$ cat config.mk
export PLATFORM = sky130hd
export DESIGN_NAME = eq_sweep_ctrl
export DESIGN_NICKNAME = d
export VERILOG_FILES = /design/src/rtl/eq_sweep_pkg.sv /design/src/rtl/eq_sweep_timer.sv /design/src/rtl/eq_sweep_best.sv /design/src/rtl/eq_sweep_ctrl.sv
export SDC_FILE = /design/constraint.sdc
export NUM_CORES = 1
export LEC_CHECK = 0
export BUFFER_PORTS_ARGS = -buffer_cell sky130_fd_sc_hd__buf_2
export CAP_MARGIN = 10
export CORE_MARGIN = 3
export CORE_UTILIZATION = 31
export CTS_BUF_LIST = sky130_fd_sc_hd__clkbuf_4 sky130_fd_sc_hd__clkbuf_8
export CTS_CLUSTER_SIZE = 16
export DETAILED_ROUTE_END_ITERATION = 6
export GPL_TIMING_DRIVEN = 0
export HOLD_SLACK_MARGIN = 0.02
export PLACE_DENSITY = 0.49
export SYNTH_ARGS = -nofsm -noshare
export SYNTH_HDL_FRONTEND = slang
export SYNTH_SLANG_ARGS = --single-unit
export TNS_END_PERCENT = 20
$ cat constraint.sdc
create_clock -name clk -period 2.6 [get_ports clk]
set_clock_uncertainty 0.2 [all_clocks]
set_input_delay 0.26 -clock clk [delete_from_list [all_inputs] [get_ports clk]]
set_output_delay 0.26 -clock clk [all_outputs]
set_load 0.005 [all_outputs]
$ cat src/rtl/eq_sweep_pkg.sv
package eq_sweep_pkg;
    typedef enum logic [3:0] {
        S_IDLE,
        S_SETTLE,
        S_CHECK,
        S_PAT_ON,
        S_PAT_WAIT,
        S_APPLY,
        S_TRAIN,
        S_CAPTURE,
        S_CLEAR,
        S_RELEASE,
        S_PICK,
        S_FINISH
    } sweep_state_e;
endpackage

$ cat src/rtl/eq_sweep_timer.sv
module eq_sweep_timer #(
    parameter int W = 9
) (
    input  logic         clk,
    input  logic         rst_n,
    input  logic         load_i,
    input  logic [W-1:0] val_i,
    input  logic         dec_i,
    output logic         zero_o
);
    logic [W-1:0] cnt_q;

    always_ff @(posedge clk or negedge rst_n) begin
        if (!rst_n)
            cnt_q <= '0;
        else if (load_i)
            cnt_q <= val_i;
        else if (dec_i && cnt_q != '0)
            cnt_q <= cnt_q - 1'b1;
    end

    assign zero_o = (cnt_q == '0);
endmodule

$ cat src/rtl/eq_sweep_best.sv
module eq_sweep_best #(
    parameter int SET_W   = 3,
    parameter int SCORE_W = 6
) (
    input  logic               clk,
    input  logic               rst_n,
    input  logic               clr_i,
    input  logic               upd_i,
    input  logic [SET_W-1:0]   idx_i,
    input  logic [SCORE_W-1:0] score_i,
    output logic [SET_W-1:0]   best_idx_o,
    output logic [SCORE_W-1:0] best_score_o
);
    always_ff @(posedge clk or negedge rst_n) begin
        if (!rst_n) begin
            best_idx_o   <= '0;
            best_score_o <= '0;
        end else if (clr_i) begin
            best_idx_o   <= '0;
            best_score_o <= '0;
        end else if (upd_i && score_i > best_score_o) begin
            best_idx_o   <= idx_i;
            best_score_o <= score_i;
        end
    end

    // best score never falls during a sweep
    p_best_mono_r10: assert property (@(posedge clk) disable iff (!rst_n)
        !clr_i |=> best_score_o >= $past(best_score_o));
    // a tie or lower score leaves the winner alone
    p_tie_keeps_r10: assert property (@(posedge clk) disable iff (!rst_n)
        (!clr_i && upd_i && score_i <= best_score_o) |=> $stable(best_idx_o));
endmodule

$ cat src/rtl/eq_sweep_ctrl.sv
module eq_sweep_ctrl
    import eq_sweep_pkg::*;
#(
    parameter int NUM_SET  = 8,
    parameter int SCORE_W  = 6,
    parameter int TIMEOUT  = 500,
    parameter int DET_WAIT = 16,
    parameter int PAT_WAIT = 8,
    localparam int SET_W   = (NUM_SET > 1) ? $clog2(NUM_SET) : 1
) (
    input  logic               clk,
    input  logic               rst_n,
    input  logic               start_i,
    input  logic               sig_absent_i,
    input  logic               cdr_lock_i,
    input  logic               train_done_i,
    input  logic               train_fail_i,
    input  logic [SCORE_W-1:0] score_i,
    output logic               det_en_o,
    output logic               pat_en_o,
    output logic               pat_clr_o,
    output logic [SET_W-1:0]   eq_set_o,
    output logic               train_start_o,
    output logic               busy_o,
    output logic               done_o,
    output logic               pass_o,
    output logic [SET_W-1:0]   chosen_o,
    output logic [SCORE_W-1:0] score_o
);
    localparam int TMR_MAX0 = (DET_WAIT > PAT_WAIT) ? DET_WAIT : PAT_WAIT;
    localparam int TMR_MAX  = (TMR_MAX0 > TIMEOUT) ? TMR_MAX0 : TIMEOUT;
    localparam int TMR_W    = $clog2(TMR_MAX + 1);
    localparam logic [SET_W-1:0] LAST_SET = SET_W'(NUM_SET - 1);

    sweep_state_e state_q, state_d;
    logic [SET_W-1:0]   cur_q;
    logic [SET_W-1:0]   eq_q;
    logic               confirm_q;
    logic               trial_ok_q;
    logic [SCORE_W-1:0] trial_score_q;
    logic               tmr_load, tmr_dec, tmr_zero;
    logic [TMR_W-1:0]   tmr_val;
    logic [SET_W-1:0]   best_idx;
    logic [SCORE_W-1:0] best_score;
    logic               best_clr, best_upd;

    eq_sweep_timer #(.W(TMR_W)) u_timer (
        .clk(clk), .rst_n(rst_n), .load_i(tmr_load), .val_i(tmr_val),
        .dec_i(tmr_dec), .zero_o(tmr_zero)
    );

    assign best_clr = (state_q == S_IDLE) && start_i;
    assign best_upd = (state_q == S_CAPTURE) && !confirm_q;

    eq_sweep_best #(.SET_W(SET_W), .SCORE_W(SCORE_W)) u_best (
        .clk(clk), .rst_n(rst_n), .clr_i(best_clr), .upd_i(best_upd),
        .idx_i(cur_q), .score_i(score_i),
        .best_idx_o(best_idx), .best_score_o(best_score)
    );

    // next state and timer control
    always_comb begin
        state_d  = state_q;
        tmr_load = 1'b0;
        tmr_dec  = 1'b0;
        tmr_val  = '0;
        unique case (state_q)
            S_IDLE: if (start_i) begin
                state_d  = S_SETTLE;
                tmr_load = 1'b1;
                tmr_val  = TMR_W'(DET_WAIT - 1);
            end
            S_SETTLE: if (tmr_zero) state_d = S_CHECK; else tmr_dec = 1'b1;
            S_CHECK: state_d = (sig_absent_i || !cdr_lock_i) ? S_FINISH : S_PAT_ON;
            S_PAT_ON: begin
                state_d  = S_PAT_WAIT;
                tmr_load = 1'b1;
                tmr_val  = TMR_W'(PAT_WAIT - 1);
            end
            S_PAT_WAIT: if (tmr_zero) state_d = S_APPLY; else tmr_dec = 1'b1;
            S_APPLY: begin
                state_d  = S_TRAIN;
                tmr_load = 1'b1;
                tmr_val  = TMR_W'(TIMEOUT - 1);
            end
            S_TRAIN: begin
                if (train_done_i)  state_d = train_fail_i ? S_CLEAR : S_CAPTURE;
                else if (tmr_zero) state_d = S_CLEAR;
                else               tmr_dec = 1'b1;
            end
            S_CAPTURE: state_d = S_CLEAR;
            S_CLEAR:   state_d = S_RELEASE;
            S_RELEASE: begin
                if (confirm_q)              state_d = S_FINISH;
                else if (cur_q == LAST_SET) state_d = S_PICK;
                else                        state_d = S_PAT_ON;
            end
            S_PICK:   state_d = (best_score == '0) ? S_FINISH : S_PAT_ON;
            S_FINISH: state_d = S_IDLE;
            default:  state_d = S_IDLE;
        endcase
    end

    // state register
    always_ff @(posedge clk or negedge rst_n) begin
        if (!rst_n) state_q <= S_IDLE;
        else        state_q <= state_d;
    end

    // trial bookkeeping and reported results
    always_ff @(posedge clk or negedge rst_n) begin
        if (!rst_n) begin
            cur_q         <= '0;
            eq_q          <= '0;
            confirm_q     <= 1'b0;
            trial_ok_q    <= 1'b0;
            trial_score_q <= '0;
            pass_o        <= 1'b0;
            chosen_o      <= '0;
            score_o       <= '0;
        end else begin
            unique case (state_q)
                S_IDLE: if (start_i) begin
                    cur_q     <= '0;
                    confirm_q <= 1'b0;
                end
                S_CHECK: if (sig_absent_i || !cdr_lock_i) begin
                    pass_o   <= 1'b0;
                    chosen_o <= '0;
                    score_o  <= '0;
                end
                S_APPLY: begin
                    eq_q       <= cur_q;
                    trial_ok_q <= 1'b0;
                end
                S_CAPTURE: begin
                    trial_ok_q    <= 1'b1;
                    trial_score_q <= score_i;
                end
                S_RELEASE: begin
                    if (confirm_q) begin
                        pass_o   <= trial_ok_q;
                        chosen_o <= cur_q;
                        score_o  <= trial_ok_q ? trial_score_q : '0;
                    end else if (cur_q != LAST_SET) begin
                        cur_q <= cur_q + 1'b1;
                    end
                end
                S_PICK: begin
                    if (best_score == '0) begin
                        pass_o   <= 1'b0;
                        chosen_o <= '0;
                        score_o  <= '0;
                    end else begin
                        cur_q     <= best_idx;
                        confirm_q <= 1'b1;
                    end
                end
                default: ;
            endcase
        end
    end

    // Moore output decode
    always_comb begin
        busy_o        = (state_q != S_IDLE) && (state_q != S_FINISH);
        det_en_o      = busy_o;
        done_o        = (state_q == S_FINISH);
        train_start_o = (state_q == S_TRAIN);
        pat_clr_o     = (state_q == S_CLEAR);
        pat_en_o      = (state_q == S_PAT_ON) || (state_q == S_PAT_WAIT) ||
                        (state_q == S_APPLY)  || (state_q == S_TRAIN)    ||
                        (state_q == S_CAPTURE);
        eq_set_o      = eq_q;
    end

    // length of the current training request, for the bound check
    logic [TMR_W:0] train_cyc_q;
    always_ff @(posedge clk or negedge rst_n) begin
        if (!rst_n)              train_cyc_q <= '0;
        else if (!train_start_o) train_cyc_q <= '0;
        else                     train_cyc_q <= train_cyc_q + 1'b1;
    end

    p_train_bound_r7: assert property (@(posedge clk) disable iff (!rst_n)
        train_cyc_q <= (TMR_W+1)'(TIMEOUT));
    p_pat_during_train_r6: assert property (@(posedge clk) disable iff (!rst_n)
        train_start_o |-> pat_en_o);
    p_eq_hold_r6: assert property (@(posedge clk) disable iff (!rst_n)
        (train_start_o && $past(train_start_o)) |-> $stable(eq_set_o));
    p_clear_pulse_r9: assert property (@(posedge clk) disable iff (!rst_n)
        pat_clr_o |=> (!pat_clr_o && !pat_en_o));
    p_done_pulse_r13: assert property (@(posedge clk) disable iff (!rst_n)
        done_o |=> (!done_o && !busy_o));
endmodule

Word level (Yosys, flattened, before mapping)
Cells that the tools add are included.
W data, S select, Z words.
- $add $sub $neg: 2
- order comparisons: 1
- eq/ne operators: 24
- multiplexer cells: 46
- reduce and logical (&&, ||, !) cells: 29
- operators with widths (operator ; number):
    $mux W4 ; 11
    $pmux W4 S11 ; 1
    $mux W6 ; 6
    $mux W3 ; 9
    $pmux W9 S3 ; 1
    $mux W9 ; 2
    $ne A2 B2 Y1 const B ; 9
    $pmux W3 S3 ; 2
    $pmux W6 S3 ; 1
    $eq A4 B3 Y1 const B ; 4
    $eq A4 B4 Y1 const B ; 4
    $logic_not A9 Y1 ; 1
    $reduce_bool A9 Y1 ; 1
    $sub A9 B1 Y9 const B ; 1
    $eq A4 B2 Y1 const B ; 2
    $mux W1 ; 8
    $pmux W1 S2 ; 4
    $reduce_and A4 Y1 ; 2
    $reduce_bool A2 Y1 ; 4
    $gt A6 B6 Y1 ; 1
    $logic_not A6 Y1 ; 1
    $reduce_bool A3 Y1 ; 2
    $logic_and A1 B1 Y1 ; 5
    $logic_or A1 B1 Y1 ; 5
    13 further kinds ; 15
- register bits: 46
- output and inout port bits: 19
- logic and storage cells: 114

Longest topological paths before layout
- depth in word-level cells: 7
- mapped depth: 8
- gate-level depth less buffers: 7

Modules after synthesis
Synthesis repeated with hierarchy kept, for this count alone.
- cell total of the unflattened synthesis: 290
- area, all modules: 2826.5 um^2
- modules (own cells, without submodules) (module ; times used ; cells each ; area each (um^2) ; seq. area each (um^2)):
    eq_sweep_ctrl ; 1 ; 160 ; 1609.0 ; 700.7
    eq_sweep_timer ; 1 ; 71 ; 618.1 ; 225.2
    eq_sweep_best ; 1 ; 59 ; 599.3 ; 225.2

Worst setup path after synthesis
Ideal clock, no wire load.
- kind: register -> register
- start point: register state_q[0]
- end point: register u_timer.cnt_q[4]
- arrival: 1.596 ns
- data required time: 2.276 ns
- path slack: 0.680 ns
- cell stages (with the launch flop): 6
- clock period less this slack: 1.920 ns
- path through: dfrtp_1 -> buf_6 -> or3b_4 -> a221oi_4 -> a31oi_2 -> a211o_1
- longest elaborated chain between the ends: 5
- elaborated cells on any way between the ends: 14
- ends and longest elaborated chain (what ; RTL line ; RTL):
    start: declaration ; eq_sweep_ctrl.sv:35 ; sweep_state_e state_q, state_d;
    start signal: assignment ; eq_sweep_ctrl.sv:107 ; else state_q <= state_d;
    $eq A4 B3 Y1 or $eq A4 B1 Y1 (tied branches) ; eq_sweep_ctrl.sv:67 ; unique case (state_q)
    $reduce_or A2 Y1 (no line) ; - ;
    $pmux W1 S2 ; eq_sweep_ctrl.sv:67 ;
    $logic_and A1 B1 Y1 ; eq_sweep_timer.sv:18 ; else if (dec_i && cnt_q != '0)
    $reduce_bool A2 Y1 (no line) ; - ;
    end signal: assignment ; eq_sweep_timer.sv:17 ; cnt_q <= val_i;
    end signal: assignment ; eq_sweep_timer.sv:19 ; cnt_q <= cnt_q - 1'b1;
    end: declaration ; eq_sweep_timer.sv:11 ; logic [W-1:0] cnt_q;
Parallel ways exist; a longest one is shown, timed or not.
A chain may end at the register's enable or synchronous reset.

Final worst setup path
- start point: register state_q[0]
- end point: output port det_en_o
- longest elaborated chain between the ends: 2
- elaborated cells on any way between the ends: 3
- ends and longest elaborated chain (what ; RTL line ; RTL):
    $ne A4 B4 Y1 or $reduce_bool A4 Y1 (tied branches) ; eq_sweep_ctrl.sv:166 ; busy_o = (state_q != S_IDLE) && (state_q != S_FINISH);
    $logic_and A1 B1 Y1 (*) ; eq_sweep_ctrl.sv:166 ;
    end: declaration ; eq_sweep_ctrl.sv:19 ; output logic det_en_o,
Mark *: on every way between the ends. The rest lies on a longest branch, timed or not.

==> run metrics <==
initial antenna violation count 0; register bit total from synthesis 46; mapped cell area 0.00258 sq mm; status finished clean; Clock Tree Root clkbuf_8; Crit path required time 2.14 ns; Initial DRT Pass Iterations 4; vias in the first global route 2,044; Mapped Nets 305; Top FF cell, synth dfrtp_1; Post CTS Setup Buffer Count 0; Total GRT Usage 13.2%; total wire length 6.04 mm; Worst Slack Setup Final 0.304 ns; Synth Area per Inst 9.16 sq um; CP max FO 10; fin crit period 2.30 ns; final setup fails 0; total congestion overflow 0; Synth-to-Final Area Change 16.1%; CTS-repair resized insts 0; MaxCap Viol Count 0; Cells after Synth 282; overall power 3.11 mW; largest net degree at the start of global routing 47; Slew Limit Fails 0; Hold Path Cell Cnt 3; Synth area leaders dfrtp_1 45%, nand2_1 7.7%, ha_1 4.8%; Nets 347; number of synthesized flops with an enable pin 0; global-route wire length before repair 10.3 mm; Max Fclk 436 MHz; layout cell share with drive strength beyond 1 17.8%; Site Rows 32; Crit. End Element primary output; RSZ-0062 raised after global routing false; vias per cell 5.01; DRT iter0 DRCs 60; Worst Hold Class primary input to flip-flop; critical path class flip-flop to primary output; relative slew slack 29.4%; Routed wire per std cell 14.2 um; H-tree levels 2; area leader, netlist dfrtp_1; TritonCTS Buffers 5; gpl congestion 0.839; Final Cycle Share 88.3%; Core Area 0.00789 sq mm; drt drc 0; power density over cell area 1040 mW/mm^2; Die ar. 0.00947 sq mm; CTS tree yes; worst ir drop on vdd 0.270 mV; Place WS 0.441 ns; Antenna Nets Post-Route 0; async set-reset flop share out of synthesis 100%; via count 2,139; share of the synthesized area in the top cell type 44.6%; Sink Count 46; yosys warns 0; die width 97.3 um; Reg2Reg Depth 6; Synth cell types 55; worst skew pair latency 0.31 ns; HPWL reported at the end of detailed placement 4.49 mm; Worst-Margin Slew 1.06 ns; Port-buffer cells 31; CTS Buffer Depth 2; Top-Level Pins 32; Clock Pin Slew Worst Setup and Hold Paths 0.10 ns; final hold vios 0; sequential share of the synthesized area 44.6%; critical path data arrival time 1.84 ns; Starting Density 32.8%; CP startpoint kind flip-flop; antenna cell count 0; setup TNS 0 ns; Leak 1.44 nW; Die Y 97.3 um
==> metal layers <==
layer	up-vias	part of all wire [%]	track usage [%]
met3	5	3.6	2.80
met5	-	0	0
met4	0	1.2	3.51
met1	1030	51	19.2
li1	1069	-	-
met2	35	44	20.0
==> cell type report <==
| class | instances | area, sq um |
|---|---|---|
| Fill cell | 816 | 4890 |
| Multi-Input combinational cell | 200 | 1270 |
| Buffer | 14 | 80.1 |
| Clock buffer | 5 | 68.8 |
| Tap cell | 102 | 128 |
| Clock inverter | 3 | 25.0 |
| Timing Repair Buffer | 35 | 195 |
| Inverter | 22 | 82.6 |
| Sequential cell | 46 | 1150 |
==> report_power, final <==
group | internal [mW] | switching [mW]
Clock | 0.195 | 0.270
Sequential | 0.927 | 0.163
Combinational | 0.634 | 0.922
Total | 1.76 | 1.35
==> cells in the final DEF, fill, tap and decap left out, types with 5 or more instances in the layout <==
master	instances
nand2_1	53
dfrtp_1	46
buf_2	35
inv_1	21
o21ai_1	16
nor2_1	15
o21ai_0	12
mux2i_1	11
ha_1	10
a21oi_1	8
nand2b_1	5
nand3_1	5
a211o_1	5
clkbuf_8	5
==> repair_timing <==
item	in CTS	in global routing
hold endpoints to repair	49	0
endpoints found under the setup margin	0	0
hold buffers	4	0
==> worst paths after layout <==
| kind | startpoint | end | slack (ns) |
|---|---|---|---|
| setup reg to reg | state_q[2]$_DFFE_PN0P_ | cur_q[0]$_DFFE_PN0P_ | 0.44 |
| hold / removal | score_i[4] | u_best.best_score_o[4]$_DFFE_PN0P_ | 0.04 |
| min in group asynchronous | rst_n | pass_o$_DFFE_PN0P_ | 0.46 |
| hold reg to reg | eq_set_o[2]$_DFFE_PN0P_ | eq_set_o[2]$_DFFE_PN0P_ | 0.28 |
| setup / recovery | state_q[0]$_DFFE_PN0P_ | det_en_o | 0.30 |
| max in group asynchronous | rst_n | score_o[1]$_DFFE_PN0P_ | 1.06 |
==> cell families (layout without fill, tap and decap cells) <==
family          after synthesis  after routing  share of synthesized area [%]
simple gates                102            102                           18.8
compound gates               73             73                           19.6
flops                        46             46                           44.6
buf+inv                      36             79                           6.30
mux                          14             14                           5.57
fa+ha+maj                    10             10                           4.84
xor+xnor                      1              1                          0.339
==> synthesized netlist by cell type (all sizes together) (3+ instances only) <==
master,n
nor2,16
nor3,6
mux2i,11
a31oi,4
a21oi,9
clkbuf,4
nand3,5
mux2,3
inv,22
dfrtp,46
a22oi,4
a21boi,3
nand2,53
buf,10
nor2b,4
ha,10
nand2b,5
o21ai,28
o211ai,5
a211o,5
==> worst max-delay path, stage by stage, from the launching register on <==
cell and delay [ns]:
dfrtp_1 0.35, buf_6 0.13, clkbuf_1 0.37, nand2_1 0.20, nor2_1 0.15, o21bai_1 0.09
buf_4 0.14, buf_2 0.11
==> flip-flops by register name (all words and copies together) (netlist names) <==
signal and cells:
trial_score_q 6, confirm_q 1, u_best.best_idx_o 3, trial_ok_q 1
eq_set_o 3, u_best.best_score_o 6, pass_o 1, score_o 6
cur_q 3, u_timer.cnt_q 9, state_q 4, chosen_o 3
==> per-stage QoR <==
stage	util (%)	hold slack, ns	instance area (sq um)	cells
6_report	38.0	0.0364	3000	427
3_5_place_dp	36.3	0.266	2870	415
4_1_cts	38.0	0.0424	3000	427
5_1_grt	38.0	0.0570	3000	427
2_1_floorplan	-	-0.236	2580	282
3_3_place_gp	36.3	0.256	2870	415
No activity file was read; power rests on OpenSTA's default activity.
